<file path="src/rtl/idle_seq_pkg.sv">
package idle_seq_pkg;

    localparam int DEPTH_W = 2;

    typedef enum logic [1:0] {
        LVL_C0 = 2'd0,
        LVL_C1 = 2'd1,
        LVL_C3 = 2'd2,
        LVL_C6 = 2'd3
    } depth_e;

    typedef enum logic [2:0] {
        S_RUN,
        S_HALT,
        S_FLUSH,
        S_DROWSE,
        S_SAVE,
        S_OFF,
        S_PWRUP,
        S_RESTORE
    } seq_state_e;

    typedef struct packed {
        seq_state_e st;
        depth_e     tgt;
        logic       waking;
    } seq_reg_t;

    typedef struct packed {
        logic   stall;
        logic   clk_main_en;
        logic   clk_rest_en;
        logic   flush_req;
        logic   save_req;
        logic   restore_req;
        logic   pwr_en;
        depth_e level;
    } core_ctl_t;

endpackage

</file>
<file path="src/rtl/idle_depth_decode.sv">
module idle_depth_decode
    import idle_seq_pkg::*;
#(
    parameter int CODE_W = DEPTH_W
) (
    input  logic [CODE_W-1:0] code,
    output depth_e            depth
);
    localparam logic [CODE_W-1:0] CODE_C3 = CODE_W'(2);
    localparam logic [CODE_W-1:0] CODE_C6 = CODE_W'(3);

    always_comb begin
        if (code == CODE_C6)      depth = LVL_C6;
        else if (code == CODE_C3) depth = LVL_C3;
        else                      depth = LVL_C1;   // 1 and any invalid code
    end
endmodule

</file>
<file path="src/rtl/idle_seq_fsm.sv">
module idle_seq_fsm
    import idle_seq_pkg::*;
(
    input  logic       clk,
    input  logic       rst_n,
    input  logic       sleep_req,
    input  depth_e     tgt_in,
    input  logic       wake_evt,
    input  logic       flush_done,
    input  logic       save_done,
    input  logic       pwr_good,
    input  logic       restore_done,
    output seq_state_e state
);
    seq_reg_t seq_d, seq_q;
    logic     wake_any;

    always_comb begin
        seq_d    = seq_q;
        wake_any = wake_evt | seq_q.waking;
        case (seq_q.st)
            S_RUN: begin
                seq_d.waking = 1'b0;
                if (sleep_req && !wake_evt) begin
                    seq_d.st  = S_HALT;
                    seq_d.tgt = tgt_in;
                end
            end
            S_HALT: begin
                if (wake_any) begin
                    seq_d.st     = S_RUN;
                    seq_d.waking = 1'b0;
                end else if (seq_q.tgt != LVL_C1) begin
                    seq_d.st = S_FLUSH;
                end
            end
            S_FLUSH: begin
                if (wake_any) begin
                    seq_d.st     = S_HALT;
                    seq_d.waking = 1'b1;
                end else if (flush_done) begin
                    seq_d.st = S_DROWSE;
                end
            end
            S_DROWSE: begin
                if (wake_any) begin
                    seq_d.st     = S_HALT;
                    seq_d.waking = 1'b1;
                end else if (seq_q.tgt == LVL_C6) begin
                    seq_d.st = S_SAVE;
                end
            end
            S_SAVE: begin
                if (wake_any) begin
                    seq_d.st     = S_DROWSE;
                    seq_d.waking = 1'b1;
                end else if (save_done) begin
                    seq_d.st = S_OFF;
                end
            end
            S_OFF: begin
                if (wake_any) begin
                    seq_d.st     = S_PWRUP;
                    seq_d.waking = 1'b1;
                end
            end
            S_PWRUP: begin
                if (pwr_good) seq_d.st = S_RESTORE;
            end
            S_RESTORE: begin
                if (restore_done) begin
                    seq_d.st     = S_RUN;
                    seq_d.waking = 1'b0;
                end
            end
            default: seq_d.st = S_RUN;
        endcase
    end

    always_ff @(posedge clk) begin
        if (!rst_n) begin
            seq_q <= '{st: S_RUN, tgt: LVL_C1, waking: 1'b0};
        end else begin
            seq_q <= seq_d;
        end
    end

    assign state = seq_q.st;

    AST_TARGET_HELD: assert property (@(posedge clk) disable iff (!rst_n)
        (seq_q.st != S_RUN && $past(seq_q.st) != S_RUN) |-> $stable(seq_q.tgt))
        else $error("target depth changed while idle");
endmodule

</file>
<file path="src/rtl/idle_ctl_decode.sv">
module idle_ctl_decode
    import idle_seq_pkg::*;
(
    input  seq_state_e state,
    output core_ctl_t  ctl
);
    always_comb begin
        ctl = '{stall: 1'b1, clk_main_en: 1'b0, clk_rest_en: 1'b0,
                flush_req: 1'b0, save_req: 1'b0, restore_req: 1'b0,
                pwr_en: 1'b1, level: LVL_C0};
        case (state)
            S_RUN: begin
                ctl.stall       = 1'b0;
                ctl.clk_main_en = 1'b1;
                ctl.clk_rest_en = 1'b1;
            end
            S_HALT: begin
                ctl.clk_rest_en = 1'b1;
                ctl.level       = LVL_C1;
            end
            S_FLUSH: begin
                ctl.clk_rest_en = 1'b1;
                ctl.flush_req   = 1'b1;
                ctl.level       = LVL_C1;
            end
            S_DROWSE: ctl.level = LVL_C3;
            S_SAVE: begin
                ctl.save_req = 1'b1;
                ctl.level    = LVL_C3;
            end
            S_OFF: begin
                ctl.pwr_en = 1'b0;
                ctl.level  = LVL_C6;
            end
            S_PWRUP: ctl.level = LVL_C6;
            S_RESTORE: begin
                ctl.clk_main_en = 1'b1;
                ctl.clk_rest_en = 1'b1;
                ctl.restore_req = 1'b1;
                ctl.level       = LVL_C6;
            end
            default: ;
        endcase
    end
endmodule

</file>
<file path="src/rtl/core_idle_seq.sv">
module core_idle_seq
    import idle_seq_pkg::*;
#(
    parameter int CODE_W = DEPTH_W
) (
    input  logic              clk,
    input  logic              rst_n,
    input  logic              sleep_req,
    input  logic [CODE_W-1:0] sleep_depth,
    input  logic              wake_evt,
    input  logic              flush_done,
    input  logic              save_done,
    input  logic              pwr_good,
    input  logic              restore_done,
    output logic              stall,
    output logic              clk_main_en,
    output logic              clk_rest_en,
    output logic              flush_req,
    output logic              save_req,
    output logic              restore_req,
    output logic              pwr_en,
    output logic [1:0]        level
);
    depth_e     tgt;
    seq_state_e state;
    core_ctl_t  ctl;

    idle_depth_decode #(.CODE_W(CODE_W)) u_dec (
        .code  (sleep_depth),
        .depth (tgt)
    );

    idle_seq_fsm u_fsm (
        .clk          (clk),
        .rst_n        (rst_n),
        .sleep_req    (sleep_req),
        .tgt_in       (tgt),
        .wake_evt     (wake_evt),
        .flush_done   (flush_done),
        .save_done    (save_done),
        .pwr_good     (pwr_good),
        .restore_done (restore_done),
        .state        (state)
    );

    idle_ctl_decode u_ctl (
        .state (state),
        .ctl   (ctl)
    );

    assign stall       = ctl.stall;
    assign clk_main_en = ctl.clk_main_en;
    assign clk_rest_en = ctl.clk_rest_en;
    assign flush_req   = ctl.flush_req;
    assign save_req    = ctl.save_req;
    assign restore_req = ctl.restore_req;
    assign pwr_en      = ctl.pwr_en;
    assign level       = ctl.level;

    AST_GATE_AFTER_FLUSH: assert property (@(posedge clk) disable iff (!rst_n)
        $fell(clk_rest_en) |-> $past(flush_done))
        else $error("remaining clocks gated without flush done");
    AST_PWR_OFF_AFTER_SAVE: assert property (@(posedge clk) disable iff (!rst_n)
        $fell(pwr_en) |-> $past(save_done))
        else $error("power removed without save done");
    AST_OFF_FULLY_GATED: assert property (@(posedge clk) disable iff (!rst_n)
        !pwr_en |-> (stall && !clk_main_en && !clk_rest_en))
        else $error("power off while clocks or pipeline active");
    AST_RESTORE_AFTER_PG: assert property (@(posedge clk) disable iff (!rst_n)
        $rose(restore_req) |-> $past(pwr_good))
        else $error("restore requested before power good");
    AST_RELEASE_AFTER_RESTORE: assert property (@(posedge clk) disable iff (!rst_n)
        ($fell(stall) && $past(restore_req)) |-> $past(restore_done))
        else $error("pipeline released before restore done");
    AST_ONE_REQUEST: assert property (@(posedge clk) disable iff (!rst_n)
        $onehot0({flush_req, save_req, restore_req}))
        else $error("more than one request active");
    AST_LEVEL_STEP: assert property (@(posedge clk) disable iff (!rst_n)
        (level > $past(level)) |-> (level == $past(level) + 2'd1))
        else $error("level skipped a depth on entry");
endmodule

</file>
<file path="config.mk">
export PLATFORM = sky130hd
export DESIGN_NAME = core_idle_seq
export DESIGN_NICKNAME = d
export VERILOG_FILES = /design/src/rtl/idle_seq_pkg.sv /design/src/rtl/idle_depth_decode.sv /design/src/rtl/idle_seq_fsm.sv /design/src/rtl/idle_ctl_decode.sv /design/src/rtl/core_idle_seq.sv
export SDC_FILE = /design/constraint.sdc
export NUM_CORES = 1
export LEC_CHECK = 0
export BUFFER_PORTS_ARGS = -buffer_cell sky130_fd_sc_hd__buf_2
export CAP_MARGIN = 5
export CORE_UTILIZATION = 33
export DETAILED_ROUTE_END_ITERATION = 8
export GPL_ROUTABILITY_DRIVEN = 0
export SETUP_SLACK_MARGIN = 0.15
export SYNTH_ARGS = -nofsm -noshare
export SYNTH_HDL_FRONTEND = slang
export SYNTH_HIERARCHICAL = 1
export SYNTH_SLANG_ARGS = --single-unit
</file>
<file path="constraint.sdc">
create_clock -name clk -period 2.3 [get_ports clk]
set_input_delay 0.345 -clock clk [delete_from_list [all_inputs] [get_ports clk]]
set_output_delay 0.345 -clock clk [all_outputs]
set_load 0.005 [all_outputs]
</file>
Word level (Yosys, flattened, before mapping)
Cells that the tools add are included.

cells by class
  bitwise operators = 1
  equal/unequal tests = 21
  reduce and logical (&&, ||, !) cells = 13
  multiplexer cells = 27

operator list
  cell                                                              number
  3-bit 2-to-1 mux                                                  11
  3-bit case mux with 8 select lines                                1
  3-bit == test (second input constant)                             4
  3-bit != test (second input constant)                             4
  1-bit 2-to-1 mux                                                  10
  2-bit != test (second input constant)                             5
  8-bit AND reduction                                               1
  4-bit OR reduction                                                2
  2-bit == test (second input constant)                             3
  3-bit by 2-bit == test with 1-bit output (second input constant)  2
  2-bit case mux with 3 select lines                                1
  2-bit OR reduction                                                3
  5-bit 2-to-1 mux                                                  1
  2-bit 2-to-1 mux                                                  2
  2-bit by 1-bit != test with 1-bit output (second input constant)  2
  1-bit case mux with 4 select lines                                1
  4-bit AND reduction                                               1
  4-bit nonzero test                                                1
  3-bit by 1-bit == test with 1-bit output (second input constant)  1
  3-bit logical NOT                                                 1
  3-bit OR reduction                                                1
  2-bit AND reduction                                               1
  1-bit logical AND                                                 1
  1-bit logical NOT                                                 1
  1-bit OR                                                          1

storage, ports and cells
  output and inout port bits = 9
  flip-flop bits (word level) = 6
  word-level logic and storage cells = 65
  bits of input ports = 10

Logic depth before layout (Yosys ltp)
Gate-level depths: netlist of run 1.

  depth after elaboration = 5
  depth in mapped cells = 8
  gate-level depth less buffers = 7

Modules after synthesis
Netlist of run 1, hierarchy kept.

modules (own cells, without submodules)
  module             cells an instance  seq. area each (um^2)  area each (um^2)  instances
  idle_seq_fsm       69                 120.1                  561.8             1
  idle_ctl_decode    11                 0.0                    78.8              1
  idle_depth_decode  2                  0.0                    10.0              1

Worst setup path after synthesis of run 1
Ideal clock, no wire load.

  kind = register -> register
  start = register u_fsm.seq_q (netlist bit u_fsm/state[1])
  end = register u_fsm.seq_q (netlist bit u_fsm/state[1])
  path slack = 362 ps
  library setup time = 121 ps
  period minus slack after synthesis = 1938 ps
  stages on the path, launching flop included = 9
  data required time = 2179 ps
  arrival time = 1816 ps
  path buffers = 1
  cell sequence = dfxtp_1 buf_6 inv_1 ha_1 or3_4 or2_1 o2111ai_1 a211oi_1 mux2_4

on the way
  cells in the longest elaborated chain, start to end = 3
  elaborated cells between the ends (all ways) = 18
  classes of those cells = eq/ne (15); mux (1); reduce/logical (2)

RTL lines
  item                                                              RTL line            source
  from (decl)                                                       idle_seq_fsm.sv:15  seq_reg_t seq_d, seq_q;
  from (signal assigned)                                            idle_seq_fsm.sv:82  seq_q <= '{st: S_RUN, tgt: LVL_C1, waking: 1'b0};
  from (signal assigned)                                            idle_seq_fsm.sv:84  seq_q <= seq_d;
  3-bit by 1-bit == test with 1-bit output (tied with other cells)  idle_seq_fsm.sv:21  case (seq_q.st)
  3-bit != test (no source line) or 2-bit != test (tied branches)   --
  8-bit AND reduction (no source line)                              --

Several ways; a longest one is shown, not always the timed one.
A chain may end at the register's enable or synchronous reset.

Worst setup path in the final report of run 1
Ends and elaborated chain as after synthesis.

==> flow_summary.yaml, run 1 <==
grt:
  grt_pass1_wl_um: 2210
  track_usage: 0.150
  antenna_found_initial: 0
  grt_max_degree: 17
  grt_pass1_vias: 504
  gr-total-overflow: 0
clock_network:
  cts_tree: "built"
  ctsHtreeMaxLevel: 1
  hold_buffers: 0
  clockBufferDepth: 2
  cts_buffers: 3
  path_clk_slew_ns: 0.06
  cts_sinks: 6
  cts-root-buf: "clkbuf_4"
  cts.repair.resized: 0
  insertion_delay_ns: 0.25
  post_cts_buffers: 0
synth:
  synth_area_leaders: "dfxtp_1 18%, ha_1 7.7%, nor2b_1 5.8%"
  synth_edf_count: 0
  seq_area_frac_synth: 0.185
  synth.most_common_cell: "nand2_1"
  synth.distinct_cells: 40
  synth-async-reset-ratio: 0
  synth_fp_nets: 96
  yosysWarnings: 6
  synth_area_leader_cell: "dfxtp_1"
  synth_seq_cells: 6
  syn-cell-area_um2: 651
  synth.top_cell.area_share: 0.185
  syn_inst: 82
  synth_flop_cell: "dfxtp_1"
  synth.avg_cell_area_um2: 7.93
  ys_top_cells_by_count: "7 x nand2_1, 6 x dfxtp_1, 6 x nor2_1, 6 x nor2b_1, 5 x nand3_1"
cells_and_area:
  layout-drive-gt1-share: 0.347
  nets: 117
  diodes: 0
  areaGrowthSynthToFinish_pct: 20.2
  finalCoreUtilization: 0.439
worst_setup_path:
  worstPathRequired_ns: 2.44
  critPathMaxFanout: 7
  end_kind: "register"
  arrival_ns: 2.04
  worstPathCellList: "inv_1 > ha_1 > or3_4 > or2_1 > o2111ai_1 > a211oi_1 > mux2_4"
  slowest_delay_ns: 0.41
  crit_slowest_cell: "or3_4"
  setup.worst_path.class: "register to register"
  worstSetupStartpointType: "register"
pwr:
  irDropWorstVdd_v: 0.000168
  powerDensity_nw_per_um2: 335
  leakage_nw: 0.342
die:
  fp.dieH_um: 46.4
  dieArea_um2: 2150
  die_w_um: 46.4
  row_count: 15
  initial_core_util: 0.365
  core_area_um2: 1780
  io_pins: 19
placement:
  port_buffers: 18
  post-dp-hpwl_um: 1170
sta:
  max_freq_ghz: 0.527
  period_minus_slack_ns: 1.90
  rsz0062_at_grt: "false"
  timing.final.crit_share: 0.825
  skew_ns: 0.0119
  hold_viol: 0
  setup_viol: 0
  tightest_slew_ns: 0.420
  setup_total_negative_slack_ns: 0
  slew_headroom: 0.719
  slew_viol_final: 0
detailed_routing:
  ant_nets: 0
  viasPerCell: 4.92
  drt-initial-drc-count: 14
  vias: 620
  drtPass1Iterations: 2
  wl_per_cell_um: 11.7
  drcViolationCount: 0
  wirelength_um: 1470
job:
  drv_cap: 0
worst_hold_path:
  holdCritPathClass: "input port to register"
run_status:
  status: "finished, final reports clean"
-- per-layer routing --
| metal | GRT usage | share of wire | up-vias |
|---|---|---|---|
| li1 | - | - | 336 |
| met1 | 0.197 | 0.51 | 268 |
| met2 | 0.228 | 0.46 | 16 |
| met3 | 0.0353 | 0.035 | 0 |
| met4 | 0.0706 | 0 | 0 |
| met5 | 0 | 0 | - |
-- cell type report --
cell class              count  area [um^2]
clock buffers               3         22.5
fillers                   185         1000
inverters                   3         11.3
multi-input cells          66          469
flip-flops and latches      6          120
well taps                  25         31.3
repair buffers             23          128
-- cells in the final DEF, fill, tap and decap left out, drive strengths merged, types with 2 or more instances in the layout --
master  Yosys  routed
buf         6      23
a31oi       2       2
nor2        6       6
o211ai      2       2
or3         2       2
a211oi      2       2
nand3       5       5
inv         3       3
ha          4       4
nand2       7       7
nand2b      3       3
clkbuf      1       3
a21oi       3       3
dfxtp       6       6
mux2i       3       3
o21ai       2       2
nor2b       6       6
-- worst max-delay path: cells and delay by family, from the launching register on --
| kind | cells | cell delay, ns |
|---|---|---|
| buf+inv | 1 | 0.14 |
| mux | 1 | 0.26 |
| flops | 1 | 0.35 |
| compound gates | 2 | 0.16 |
| simple gates | 2 | 0.64 |
| fa+ha+maj | 1 | 0.24 |
-- metrics by stage --
stage	power, mW	instances	area [um^2]	hold slack (ns)	setup WS [ns]
floorplan	0.145	82	651	0.417	0.362
global placement	0.161	123	759	0.471	0.475
detailed placement	0.162	123	759	0.487	0.414
CTS	0.269	126	782	0.318	0.404
global route	0.282	126	782	0.316	0.311
finish	0.262	126	782	0.325	0.404
-- logic make-up after synthesis --
kind of cell / after synthesis / share of synthesized area
adder cells (fa/ha/maj): 4 / 0.0769
XOR/XNOR: 1 / 0.0135
AO/OA/AOI/OAI: 16 / 0.173
multiplexers: 4 / 0.0692
flip-flops: 6 / 0.185
buffers and inverters: 10 / 0.0942
AND/OR/NAND/NOR: 41 / 0.389
-- final timing paths --
path             startpoint             end  cells past startpoint  slack, ns
max          u_fsm/state[1]  u_fsm/state[1]                      7       0.40
min                   rst_n  u_fsm/seq_q[1]                      2       0.33
max reg2reg  u_fsm/state[1]  u_fsm/state[1]                      7       0.40
min reg2reg  u_fsm/seq_q[2]  u_fsm/seq_q[2]                      2       0.49
-- registers in the layout (all words and copies together), names as in the netlist --
name,flops
u_fsm/seq_q,3
u_fsm/state,3
-- power by group --
part	total, mW	internal [mW]	switching [mW]
Sequential	0.110	0.107	0.00321
Combinational	0.0494	0.0244	0.0249
Clock	0.102	0.0594	0.0427
Total	0.262	0.191	0.0708
Note: power is estimated with default switching activity, not from simulation.
==> run 2, diff against run 1 <==
==> constraint.sdc (replaced) <==
create_clock -name clk -period 2 [get_ports clk]
set_input_delay 0.3 -clock clk [delete_from_list [all_inputs] [get_ports clk]]
set_output_delay 0.3 -clock clk [all_outputs]
set_load 0.005 [all_outputs]
==> flow_summary.yaml, run 2 (synthesis results as in run 1) <==
run_status:
  status: "finished, final reports clean"
worst_setup_path:
  r2r_slack_ns: 0.24
  worstPathCellList: "inv_4 > ha_1 > or3_4 > or2_1 > o2111ai_1 > a211oi_2 > mux2_4"
  r2r-start: "u_fsm/state[2]"
  crit_buf_inv: 1
  worstSetupStartpointType: "register"
  setup.worst_path.class: "register to register"
  arrival_ns: 1.89
  crit_slowest_cell: "or3_4"
  critPathTopFamily: "simple AND/OR/NAND/NOR gates"
  critPathMaxFanout: 6
  end_kind: "register"
  slowest_delay_ns: 0.38
  worstPathRequired_ns: 2.13
  critical_path.startpoint: "u_fsm/state[2]"
detailed_routing:
  wirelength_um: 1560
  viasPerCell: 5.21
  ant_nets: 0
  vias: 672
  drt-initial-drc-count: 11
  wl_per_cell_um: 12.1
  drcViolationCount: 0
  drtPass1Iterations: 4
cells_and_area:
  fill_cells: 199
  layout-drive-gt1-share: 0.413
  diodes: 0
  nets: 120
  final_cell_mix: "18 x buf_2, 8 x buf_4, 7 x nand2_1"
  instances_no_fill: 129
  multi_input_area_um2: 477
  final_common_cell: "buf_2"
  areaGrowthSynthToFinish_pct: 26.3
  seqCellArea_um2: 128
grt:
  grt_pass1_vias: 587
  antenna_found_initial: 0
  gr-total-overflow: 0
  track_usage: 0.166
  grt_pass1_wl_um: 2480
  grt_max_degree: 15
sta:
  setup_viol: 0
  setup_total_negative_slack_ns: 0
  slew_headroom: 0.700
  hold_viol: 0
  slew_viol_final: 0
  rsz0062_at_grt: "false"
  period_minus_slack_ns: 1.76
  tightest_slew_ns: 0.448
  skew_ns: 0.000318
  max_freq_ghz: 0.567
  timing.final.crit_share: 0.882
die:
  row_count: 15
  die_w_um: 46.4
  initial_core_util: 0.365
  core_area_um2: 1780
  io_pins: 19
  fp.dieH_um: 46.4
  dieArea_um2: 2150
clock_network:
  cts_tree: "built"
  cts_sinks: 6
  ctsHtreeMaxLevel: 1
  cts-root-buf: "clkbuf_4"
  clockBufferDepth: 2
  insertion_delay_ns: 0.24
  hold_buffers: 0
  cts_buffers: 3
  path_clk_slew_ns: 0.05
placement:
  post-dp-hpwl_um: 1230
  dp.cells: 124
  port_buffers: 18
pwr:
  switchingPower_uw: 81.0
  cell_internal_pwr_uw: 218
  p_sw_frac: 0.270
  powerDensity_nw_per_um2: 364
  p_clk_frac: 0.386
  leakage_nw: 0.359
  seqPwrFrac: 0.417
  irDropWorstVdd_v: 0.000260
  comb_power_share: 0.197
  power_uw: 299
job:
  drv_cap: 0
worst_hold_path:
  holdCritPathClass: "input port to register"
  worstHoldStart: "rst_n"
==> run 2: timing repair <==
item	in CTS	in global routing
hold endpoints to repair	0	0
resized for setup	0	6
buffers inserted	0	2
endpoints found under the setup margin	0	2
==> run 2: worst paths after layout <==
kind / to / depth (start not counted)
worst max-delay path: u_fsm/state[1] / 7
worst min-delay path: u_fsm/seq_q[1] / 2
worst min register to register: u_fsm/seq_q[2] / 2
worst max register to register: u_fsm/state[1] / 7
==> run 2: area by class of cell <==
type	instances	area share
multi-input cells	66	0.580
repair buffers	26	0.183
flip-flops and latches	6	0.155
well taps	25	0.0381
clock buffers	3	0.0274
inverters	3	0.0167
==> run 2: metrics by stage <==
step / utilization / hold slack (ns) / instance area, um^2 / worst slack, ns
after floorplan: - / 0.372 / 652 / 0.152
after global placement: 0.431 / 0.468 / 768 / 0.199
after detailed placement: 0.431 / 0.472 / 768 / 0.176
after CTS: 0.444 / 0.267 / 791 / 0.171
after global routing: 0.461 / 0.289 / 822 / 0.161
final: 0.461 / 0.275 / 822 / 0.235
==> run 2: power groups by stage <==
stage	Combinational, mW	Clock [mW]	Sequential, mW
after detailed placement	0.0579	0	0.130
after floorplan	0.0383	0	0.129
after CTS	0.0582	0.119	0.127
after global routing	0.0662	0.129	0.125
final	0.0589	0.116	0.125
after global placement	0.0567	0	0.130
==> run 2: metal layers <==
| layer | track usage | routed length [um] |
|---|---|---|
| met4 | 0.0529 | 0 |
| met2 | 0.278 | 778 |
| met3 | 0.0353 | 50 |
| met5 | 0 | 0 |
| met1 | 0.208 | 730 |
==> run 3, diff against run 2 <==
--- a/config.mk
+++ b/config.mk
@@ -5,6 +5,7 @@
 export SDC_FILE = /design/constraint.sdc
 export NUM_CORES = 1
 export LEC_CHECK = 0
+export ABC_AREA = 1
 export BUFFER_PORTS_ARGS = -buffer_cell sky130_fd_sc_hd__buf_2
 export CAP_MARGIN = 5
 export CORE_UTILIZATION = 33
==> flow_summary.yaml, run 3 <==
worst_setup_path:
  critPathMaxFanout: 8
  setup.worst_path.class: "register to register"
  worstSetupStartpointType: "register"
  arrival_ns: 1.72
  worstPathRequired_ns: 2.19
  end_kind: "register"
sta:
  skew_ns: 0.00218
  slew_viol_final: 0
  tightest_slew_ns: 0.410
  setup_viol: 0
  max_freq_ghz: 0.651
  hold_viol: 0
  slew_headroom: 0.726
  rsz0062_at_grt: "false"
  setup_total_negative_slack_ns: 0
  period_minus_slack_ns: 1.54
  timing.final.crit_share: 0.768
grt:
  grt_pass1_wl_um: 2280
  track_usage: 0.148
  gr-total-overflow: 0
  grt_pass1_vias: 577
  grt_max_degree: 13
  antenna_found_initial: 0
die:
  core_area_um2: 1940
  initial_core_util: 0.350
  die_w_um: 47.4
  fp.dieH_um: 47.4
  row_count: 16
  dieArea_um2: 2240
  io_pins: 19
clock_network:
  path_clk_slew_ns: 0.04
  clockBufferDepth: 2
  cts-root-buf: "clkbuf_4"
  ctsHtreeMaxLevel: 1
  cts_tree: "built"
  cts.repair.resized: 0
  post_cts_buffers: 0
  cts_buffers: 3
  insertion_delay_ns: 0.25
  hold_buffers: 0
  cts_sinks: 6
synth:
  synth.top_cell.area_share: 0.177
  synth_top_family_by_area: "simple AND/OR/NAND/NOR gates"
  syn-cell-area_um2: 679
  syn_inst: 115
  synth_fp_nets: 129
  seq_area_frac_synth: 0.177
  synth_edf_count: 0
  synth-xor-area-share: 0
  synth_seq_cells: 6
  ys_top_cells_by_count: "28 x nand2_1, 16 x nor2_1, 11 x inv_1, 9 x nand3_1, 9 x nor2_2"
  synth.distinct_cells: 21
  synth_area_leaders: "dfxtp_1 18%, nand2_1 15%, nor2_1 8.8%"
  muxShareOfSynthArea: 0
  synth_area_leader_cell: "dfxtp_1"
  synth-async-reset-ratio: 0
  yosysWarnings: 6
  synth_flop_cell: "dfxtp_1"
  synth.most_common_cell: "nand2_1"
  synth-compound-area-share: 0.0792
  yosys.area_share.simple: 0.521
  synth.avg_cell_area_um2: 5.91
  synthAdderAreaFrac: 0.0737
cells_and_area:
  diodes: 0
  areaGrowthSynthToFinish_pct: 17.7
  final_cell_mix: "28 x nand2_1, 18 x buf_2, 16 x nor2_1"
  layout-drive-gt1-share: 0.346
  fill_cells: 221
  finalCoreUtilization: 0.412
  nets: 149
  final_common_cell: "nand2_1"
pwr:
  leakage_nw: 0.450
  irDropWorstVdd_v: 0.000569
  powerDensity_nw_per_um2: 1310
detailed_routing:
  vias: 725
  viasPerCell: 4.53
  drt-initial-drc-count: 16
  wirelength_um: 1400
  drtPass1Iterations: 6
  wl_per_cell_um: 8.74
  drcViolationCount: 1
  ant_nets: 0
worst_hold_path:
  holdCritPathClass: "input port to register"
run_status:
  status: "finished with violations"
  violations: "design-rule violations"
job:
  drv_cap: 0
placement:
  post-dp-hpwl_um: 1140
  port_buffers: 18
run 3: kinds of logic after synthesis:
logic type,count (synthesis)
AO/OA/AOI/OAI,9
adder cells (fa/ha/maj),4
buffers and inverters,21
flip-flops,6
AND/OR/NAND/NOR,75
run 3: cell type report:
type                            count  area (um^2)  share of cell area
Sequential cell                     6          120               0.150
Clock buffer                        3         22.5              0.0282
Inverter                           16         60.1              0.0751
Timing Repair Buffer               20          105               0.131
Tap cell                           27         33.8              0.0423
Multi-Input combinational cell     88          458               0.573
run 3: per-layer routing:
metal | wire, um | GRT usage
met5 | 0 | 0
met3 | 68 | 0.0346
met2 | 614 | 0.225
met1 | 687 | 0.189
met4 | 29 | 0.0857
run 3: path summary, 6_finish.rpt:
check	start	to	slack (ns)	depth (start not counted)
worst max-delay path	u_fsm/state[2]	u_fsm/state[0]	0.46	9
worst min-delay path	rst_n	u_fsm/seq_q[1]	0.32	2
worst max register to register	u_fsm/state[2]	u_fsm/state[0]	0.46	9
worst min register to register	u_fsm/seq_q[2]	u_fsm/seq_q[2]	0.47	2
run 3: report_power, final:
group / switching [mW] / internal (mW) / total (mW) / leakage, nW
sequential: 0.0693 / 0.158 / 0.228 / 0.0494
clock: 0.0433 / 0.0678 / 0.111 / 0.0138
combinational: 0.424 / 0.285 / 0.709 / 0.387
total: 0.536 / 0.511 / 1.05 / 0.450
run 3: metrics by stage:
step           std cells  hold slack, ns  total power, mW  setup WS (ns)  instance area, um^2
2_1_floorplan        115           0.385            0.798          0.577                  679
3_3_place_gp         157           0.461            0.944          0.497                  777
3_5_place_dp         157           0.471            0.941          0.469                  777
4_1_cts              160           0.315             1.06          0.454                  800
5_1_grt              160           0.330             1.17          0.291                  800
6_report             160           0.316             1.05          0.464                  800
run 3: critical path, cell delays in order, from the launching register on:
cell and delay, ns:
dfxtp_1 0.49, inv_2 0.13, ha_1 0.20, nor2_1 0.08, nand2_1 0.08, nor2_2 0.12
inv_1 0.05, o21ai_0 0.15, nor2_1 0.08, nor2_2 0.09
